## config.mk

```make
export PLATFORM = sky130hd
export DESIGN_NAME = dither_phase_gen
export DESIGN_NICKNAME = d
export VERILOG_FILES = /design/src/rtl/dither_phase_pkg.sv /design/src/rtl/dither_lfsr.sv /design/src/rtl/dither_step_fsm.sv /design/src/rtl/dither_phase_gen.sv
export SDC_FILE = /design/constraint.sdc
export NUM_CORES = 1
export LEC_CHECK = 0
export ABC_AREA = 0
export BUFFER_PORTS_ARGS = -buffer_cell sky130_fd_sc_hd__buf_2
export CORE_UTILIZATION = 56
export DETAILED_ROUTE_END_ITERATION = 8
export MAX_ROUTING_LAYER = met4
export PLACE_DENSITY = 0.86
export SETUP_SLACK_MARGIN = 0.4
export SYNTH_ARGS = -nofsm -noshare
export SYNTH_HDL_FRONTEND = slang
export SYNTH_SLANG_ARGS = --single-unit
```

## constraint.sdc

```tcl
create_clock -name clk -period 2.5 [get_ports clk]
set_input_delay 0.125 -clock clk [delete_from_list [all_inputs] [get_ports clk]]
set_output_delay 0.125 -clock clk [all_outputs]
set_load 0.05 [all_outputs]
```

## src/rtl/dither_phase_pkg.sv

```systemverilog
package dither_phase_pkg;

   typedef enum logic [2:0] {
      ST_IDLE   = 3'd0,
      ST_CHARGE = 3'd1,
      ST_GAP_A  = 3'd2,
      ST_XFER   = 3'd3,
      ST_GAP_B  = 3'd4
   } phase_st_t;

endpackage

```

## src/rtl/dither_lfsr.sv

```systemverilog
module dither_lfsr #(
   parameter int unsigned            W        = 16,
   parameter logic [W-1:0]           TAP_MASK = 16'hD008,
   parameter logic [W-1:0]           ALT_SEED = 16'hACE1
) (
   input  logic         clk,
   input  logic         rst,
   input  logic         adv,
   input  logic [W-1:0] seed,
   output logic [W-1:0] state
);

   initial begin
      if (W < 4) $error("dither_lfsr: W must be at least 4");
      if (!TAP_MASK[W-1]) $error("dither_lfsr: top tap must be set");
      if (ALT_SEED == '0) $error("dither_lfsr: ALT_SEED must be nonzero");
   end

   logic [W-1:0] fb_chain;

   generate
      for (genvar i = 0; i < W; i++) begin : g_tap
         if (i == 0) begin : g_first
            assign fb_chain[i] = TAP_MASK[i] & state[i];
         end else begin : g_next
            assign fb_chain[i] = fb_chain[i-1] ^ (TAP_MASK[i] & state[i]);
         end
      end
   endgenerate

   logic [W-1:0] seed_fix;
   assign seed_fix = (seed == '0) ? ALT_SEED : seed;

   always_ff @(posedge clk) begin
      if (rst) begin
         state <= seed_fix;
      end else if (adv) begin
         state <= {state[W-2:0], fb_chain[W-1]};
      end
   end

   AST_LFSR_NONZERO: assert property (@(posedge clk) disable iff (rst)
      state != '0);

   AST_LFSR_FROZEN: assert property (@(posedge clk) disable iff (rst)
      (!$past(adv) && !$past(rst)) |-> $stable(state));

endmodule

```

## src/rtl/dither_step_fsm.sv

```systemverilog
module dither_step_fsm
   import dither_phase_pkg::*;
#(
   parameter int unsigned GAP_CYC = 1
) (
   input  logic clk,
   input  logic rst,
   input  logic en,
   input  logic len_bit,
   output logic adv,
   output logic ph_charge,
   output logic ph_xfer,
   output logic xfer_start
);

   localparam int unsigned CNT_W   = $clog2(GAP_CYC + 2);
   localparam logic [CNT_W-1:0] GAP_LOAD = CNT_W'(GAP_CYC - 1);

   initial begin
      if (GAP_CYC < 1) $error("dither_step_fsm: GAP_CYC must be at least 1");
   end

   phase_st_t        st;
   logic [CNT_W-1:0] cnt;
   logic             stb_q;
   logic             last;

   assign last = (cnt == '0);

   always_comb begin
      adv = 1'b0;
      if (en) begin
         unique case (st)
            ST_IDLE:  adv = 1'b1;
            ST_GAP_A: adv = last;
            ST_GAP_B: adv = last;
            default:  adv = 1'b0;
         endcase
      end
   end

   always_ff @(posedge clk) begin
      if (rst || !en) begin
         st    <= ST_IDLE;
         cnt   <= '0;
         stb_q <= 1'b0;
      end else begin
         stb_q <= (st == ST_GAP_A) && last;
         unique case (st)
            ST_IDLE: begin
               st  <= ST_CHARGE;
               cnt <= {{(CNT_W-1){1'b0}}, len_bit};
            end
            ST_CHARGE: begin
               if (last) begin
                  st  <= ST_GAP_A;
                  cnt <= GAP_LOAD;
               end else begin
                  cnt <= cnt - 1'b1;
               end
            end
            ST_GAP_A: begin
               if (last) begin
                  st  <= ST_XFER;
                  cnt <= {{(CNT_W-1){1'b0}}, len_bit};
               end else begin
                  cnt <= cnt - 1'b1;
               end
            end
            ST_XFER: begin
               if (last) begin
                  st  <= ST_GAP_B;
                  cnt <= GAP_LOAD;
               end else begin
                  cnt <= cnt - 1'b1;
               end
            end
            ST_GAP_B: begin
               if (last) begin
                  st  <= ST_CHARGE;
                  cnt <= {{(CNT_W-1){1'b0}}, len_bit};
               end else begin
                  cnt <= cnt - 1'b1;
               end
            end
            default: begin
               st  <= ST_IDLE;
               cnt <= '0;
            end
         endcase
      end
   end

   assign ph_charge  = (st == ST_CHARGE);
   assign ph_xfer    = (st == ST_XFER);
   assign xfer_start = stb_q;

   AST_NO_OVERLAP: assert property (@(posedge clk) disable iff (rst)
      !(ph_charge && ph_xfer));

   AST_GAP_AFTER_CHARGE: assert property (@(posedge clk) disable iff (rst)
      $fell(ph_charge) |-> !ph_xfer);

   AST_GAP_AFTER_XFER: assert property (@(posedge clk) disable iff (rst)
      $fell(ph_xfer) |-> !ph_charge);

   AST_STROBE_FIRST: assert property (@(posedge clk) disable iff (rst)
      xfer_start |-> (ph_xfer && !$past(ph_xfer)));

   AST_STROBE_COVER: assert property (@(posedge clk) disable iff (rst)
      $rose(ph_xfer) |-> xfer_start);

   AST_MAX_LEN: assert property (@(posedge clk) disable iff (rst)
      (ph_charge && $past(ph_charge)) |=> !ph_charge);

   AST_OFF_WHEN_DIS: assert property (@(posedge clk) disable iff (rst)
      !$past(en) |-> (!ph_charge && !ph_xfer && !xfer_start));

endmodule

```

## src/rtl/dither_phase_gen.sv

```systemverilog
module dither_phase_gen #(
   parameter int unsigned            SEQ_W    = 16,
   parameter logic [SEQ_W-1:0]       TAP_MASK = 16'hD008,
   parameter logic [SEQ_W-1:0]       ALT_SEED = 16'hACE1,
   parameter int unsigned            GAP_CYC  = 1
) (
   input  logic             clk,
   input  logic             rst,
   input  logic             en,
   input  logic [SEQ_W-1:0] seed,
   output logic             ph_charge,
   output logic             ph_xfer,
   output logic             xfer_start
);

   logic             adv;
   logic [SEQ_W-1:0] seq_state;

   dither_lfsr #(
      .W        (SEQ_W),
      .TAP_MASK (TAP_MASK),
      .ALT_SEED (ALT_SEED)
   ) i_lfsr (
      .clk   (clk),
      .rst   (rst),
      .adv   (adv),
      .seed  (seed),
      .state (seq_state)
   );

   dither_step_fsm #(
      .GAP_CYC (GAP_CYC)
   ) i_fsm (
      .clk        (clk),
      .rst        (rst),
      .en         (en),
      .len_bit    (seq_state[0]),
      .adv        (adv),
      .ph_charge  (ph_charge),
      .ph_xfer    (ph_xfer),
      .xfer_start (xfer_start)
   );

   AST_RESET_QUIET: assert property (@(posedge clk)
      $past(rst) |-> (!ph_charge && !ph_xfer && !xfer_start));

endmodule

```

======== Yosys cells after proc, flatten, opt, wreduce, memory -nomap -nowiden ========
Index checks and enable logic that the tools add are counted.
W data, S select, Z words.
cells by class
  bitwise operators ....................... 3
  eq/ne operators ......................... 8
  magnitude comparators ................... 0
  reductions and logical operators ........ 10
  multipliers ............................. 0
  muxes and demuxes ....................... 13
  divide/modulo/power cells ............... 0
  shift operators ......................... 0
  add/sub/neg operators ................... 1
operators by type and width
  operator               count
  $mux W16               3
  $logic_not A16 Y1      1
  $pmux W3 S5            1
  $mux W3                4
  $ne A2 B1 Y1 const B   4
  $eq A3 B2 Y1 const B   2
  $pmux W2 S3            1
  $mux W2                2
  $reduce_and A4 Y1      1
  $reduce_or A2 Y1       2
  $eq A3 B1 Y1 const B   1
  $eq A3 B3 Y1 const B   1
  $logic_not A3 Y1       1
  $xor A1 B1 Y1          3
  $logic_not A2 Y1       1
  $pmux W1 S2            1
  $reduce_bool A2 Y1     1
  $sub A2 B1 Y2 const B  1
  $logic_and A1 B1 Y1    1
  $logic_not A1 Y1       1
  $logic_or A1 B1 Y1     1
  $mux W1                1
word-level totals
  register bits ........................... 22
  memory bits (writable) .................. 0
  memories kept ........................... 0
  logic and storage cells ................. 39
  ROM bits ................................ 0
  output and inout port bits .............. 3
  bits in latches ......................... 0
  input bits .............................. 19

======== Depth between registers and ports, before layout ========
  depth in word-level cells ............... 6
  gate-level depth with buffers ........... 4
  gate-level depth less buffers ........... 3

======== Modules after synthesis ========
A second synthesis with hierarchy kept.
unflattened totals
  cells, all modules ...................... 81
  area total of the unflattened synthesis .. 1086.0 µm²
modules (own cells, without submodules)
  module           sequential area each (µm²)  cells an instance  area each (µm²)  times used
  dither_lfsr      480.5                       43                 749.5            1
  dither_step_fsm  120.1                       38                 336.6            1

======== Worst setup path before layout ========
OpenSTA, ideal clock, no wires.
  path type ............................... register to output
  start point ............................. reg i_fsm.st[0]
  end point ............................... out ph_xfer
  cell stages (with the launch flop) ...... 4
  setup slack ............................. 0.565 ns
  arrival time ............................ 1.810 ns
  required time ........................... 2.375 ns
  buffers on the path ..................... 1
  cell sequence ........................... dfxtp_1 -> clkbuf_1 -> inv_1 -> nor3b_1
on the way
  word-level cells in the longest chain between the ends .. 1
RTL lines
  item                    RTL line                RTL
  start, declared         dither_step_fsm.sv:23   phase_st_t st;
  start signal, assigned  dither_step_fsm.sv:44   st <= ST_IDLE;
  start signal, assigned  dither_step_fsm.sv:51   st <= ST_CHARGE;
  start signal, assigned  dither_step_fsm.sv:56   st <= ST_GAP_A;
  $eq A3 B2 Y1            dither_step_fsm.sv:95   assign ph_xfer = (st == ST_XFER);
  end, declared           dither_phase_gen.sv:12  output logic ph_xfer,
No other way between the ends.

======== Worst setup path in the final report ========
  start point ............................. reg i_fsm.st[2]
  end point ............................... reg i_lfsr.state[5], enable pin
on the way
  word-level cells in the longest chain between the ends .. 5
  elaborated cells between the ends (all ways) .. 7
  those cells by class .................... 2 x eq/ne; 2 x mux; 3 x reduce/logical
RTL lines
  item                                          RTL line               RTL
  $eq A3 B3 Y1 or $eq A3 B2 Y1 (tied branches)  dither_step_fsm.sv:33  unique case (st)
  $reduce_or A2 Y1 (no line)                    --
  $pmux W1 S2 *                                 dither_step_fsm.sv:33
  $mux W1 *                                     dither_step_fsm.sv:32  if (en) begin
  $reduce_bool A2 Y1 (no line) *                --
  end signal, assigned                          dither_lfsr.sv:36      state <= seed_fix;
  end signal, assigned                          dither_lfsr.sv:38      state <= {state[W-2:0], fb_chain[W-1]};
  end, declared                                 dither_lfsr.sv:10      output logic [W-1:0] state
Every way passes the cells marked *; elsewhere a longest branch is shown, timed or not.
A chain may end at the register's enable or synchronous reset.

==> results.cfg <==
[outcome]
status = finished, final reports clean

[clock_network]
hold_buffers = 0
cts_made_buffers = 3
clock_latency_ns = 0.30
cts_tree = yes
cts_resized = 0
cts.clk_slew.worst_paths_ns = 0.12
htree_levels = 1
postCtsSetupBuffers = 0
cts_buffer_depth = 2
root_buffer = clkbuf_4
clkSinkCount = 22

[pwr]
power.switching_uw = 174
vdd_ir_drop_max_v = 0.000375
swShare_pct = 24.1
power_frac_seq_pct = 62.4
power_density_nw_per_um2 = 598
power.internal_uw = 550
power_frac_comb_pct = 14.9
clockPowerShare_pct = 22.7
p_leak_nw = 0.454

[setup_path]
cp_max_fo = 16
crit_path_max_incr_delay_ns = 0.45
arrival_ns = 1.63
worstPathCellList = a211o_1, o21ai_0, a31o_2
critical_path.top_delay_family = compound AO/OA/AOI/OAI gates
cp_slowest_cell = dfxtp_1
path_buf_inv = 0
cp-end-kind = flip-flop
critPathRequiredTime_ns = 2.47
cp-start-kind = flip-flop
critPathKind = reg -> reg

[synth]
avgSynthCellArea_um2 = 13.2
syn_area_um2 = 1070
syn_inst = 81
ys.warnings.count = 0
yosysSeqAreaShare_pct = 56.2
yosysTopAreaCell = edfxtp_1
synth_seq_cells = 22
yosysTopAreaCellShare_pct = 45.0
synthTopCellsByArea = edfxtp_1 45%, dfxtp_1 11%, mux2_2 8.4%
synth.distinct_cells = 29
syn_nets = 100

[timing]
skew_ns = 0.00638
hold_viol = 0
slew_violations = 0
fin_crit_ns = 1.67
worst_slew_pin_slew_ns = 0.486
whs_ns = 0.123
final.setup.worst_slack_ns = 0.831
slew_headroom_pct = 67.5
fin_tns_setup_ns = 0
min_period_over_period_pct = 66.8
grt_setup_unrepaired = no
setup_viol = 0
fmax_ghz = 0.599

[die]
die_area_um2 = 2090
die-height_um = 45.7
fp-row-count = 15
initial_core_util_pct = 60.6
fp.coreArea_um2 = 1760
io_pins = 22
die_w_um = 45.7

[routing]
dr.pass1.iters = 4
vias = 730
wirelength_um = 2000
via_per_inst = 5.79
ant_nets = 0
wl_per_cell_um = 15.9
drt_iter0_drc = 9
drc_errors = 0

[cells_and_area]
mostFrequentLayoutCell = buf_2
layout.nets = 121
nFillCells = 142
layout_common_cells = 21 x buf_2, 16 x edfxtp_1, 8 x mux2_2
diodes = 0
layoutNonFillerInstCount = 126
area_growth_pct = 13.5
drive_above_1_share_pct = 37.6

[flow_run]
cap_viol_max_count = 0

[grt]
grt_pass1_vias = 694
grt_overflow_total = 0
grt_usage_pct = 22.5
grt_max_degree = 20
antenna_found_initial = 0
grt_pass1_wl_um = 3100

[placed_design]
hpwl_um = 1460
pre_cts_slack_ns = 0.803
gp_congestion = 0.758
place_inst = 122
portBuffers = 21

[worst_hold_path]
hp-class = in -> reg
-- power groups by stage --
stage,clock (mW),sequential (mW),combinational [mW]
2_1_floorplan,0,0.451,0.0799
4_1_cts,0.167,0.452,0.108
5_1_grt,0.183,0.456,0.117
3_5_place_dp,0,0.461,0.107
6_report,0.165,0.452,0.108
3_3_place_gp,0,0.459,0.103
-- sequential cells by signal, summed over array words and instances (netlist names) --
register          count
i_fsm.st              3
i_fsm.cnt             2
i_lfsr.state         16
i_fsm.xfer_start      1
-- cell families after synthesis --
group	after synthesis	share of synthesized area (%)
AO/OA/AOI/OAI	20	16.7
XOR/XNOR	4	3.28
buffers and inverters	7	2.46
flip-flops	22	56.2
multiplexers	8	8.43
AND/OR/NAND/NOR	20	12.9
-- through the flow --
stage                     area [um^2]  utilization [%]  total power, mW
after floorplan                  1070                -            0.531
after global placement           1190             67.2            0.561
after detailed placement         1190             67.2            0.567
after CTS                        1210             68.7            0.728
after global routing             1210             68.7            0.757
final                            1210             68.7            0.725
-- metal layers --
| metal | track usage [%] | routed length, um |
|---|---|---|
| met2 | 34.9 | 1000 |
| met4 | 7.27 | 12 |
| met1 | 29.5 | 933 |
| met3 | 4.76 | 50 |
| met5 | - | 0 |
-- cells in the mapped netlist, drive strengths merged --
| cell type | n |
|---|---|
| buf | 1 |
| o41ai | 1 |
| o311a | 1 |
| a21oi | 2 |
| mux2 | 8 |
| nand2b | 1 |
| edfxtp | 16 |
| o21bai | 1 |
| a211o | 1 |
| o22a | 8 |
| o21a | 1 |
| nor3 | 3 |
| nor4 | 1 |
| a2111oi | 2 |
| nand2 | 3 |
| xnor2 | 3 |
| nand4b | 1 |
| xor2 | 1 |
| inv | 2 |
| clkbuf | 4 |
| or4 | 4 |
| dfxtp | 6 |
| nor2 | 2 |
| a31o | 1 |
| nor4b | 3 |
| o21ai | 2 |
| nor3b | 2 |
-- area by class of cell --
cell class / count / area [um^2] / share of cell area [%]
flip-flops and latches: 22 / 601 / 49.5
multi-input cells: 52 / 442 / 36.4
repair buffers: 21 / 105 / 8.67
well taps: 25 / 31.3 / 2.58
clock buffers: 4 / 26.3 / 2.17
inverters: 2 / 7.51 / 0.619
-- path summary, 6_finish.rpt --
path | from | end | cells past startpoint | slack (ns)
setup / recovery | i_fsm.st[2] | i_lfsr.state[5] | 3 | 0.83
hold / removal | seed[6] | i_lfsr.state[6] | 2 | 0.12
setup reg to reg | i_fsm.st[2] | i_lfsr.state[5] | 3 | 0.83
hold reg to reg | i_fsm.cnt[1] | i_fsm.cnt[1] | 2 | 0.53
No activity file was read; power rests on OpenSTA's default activity.
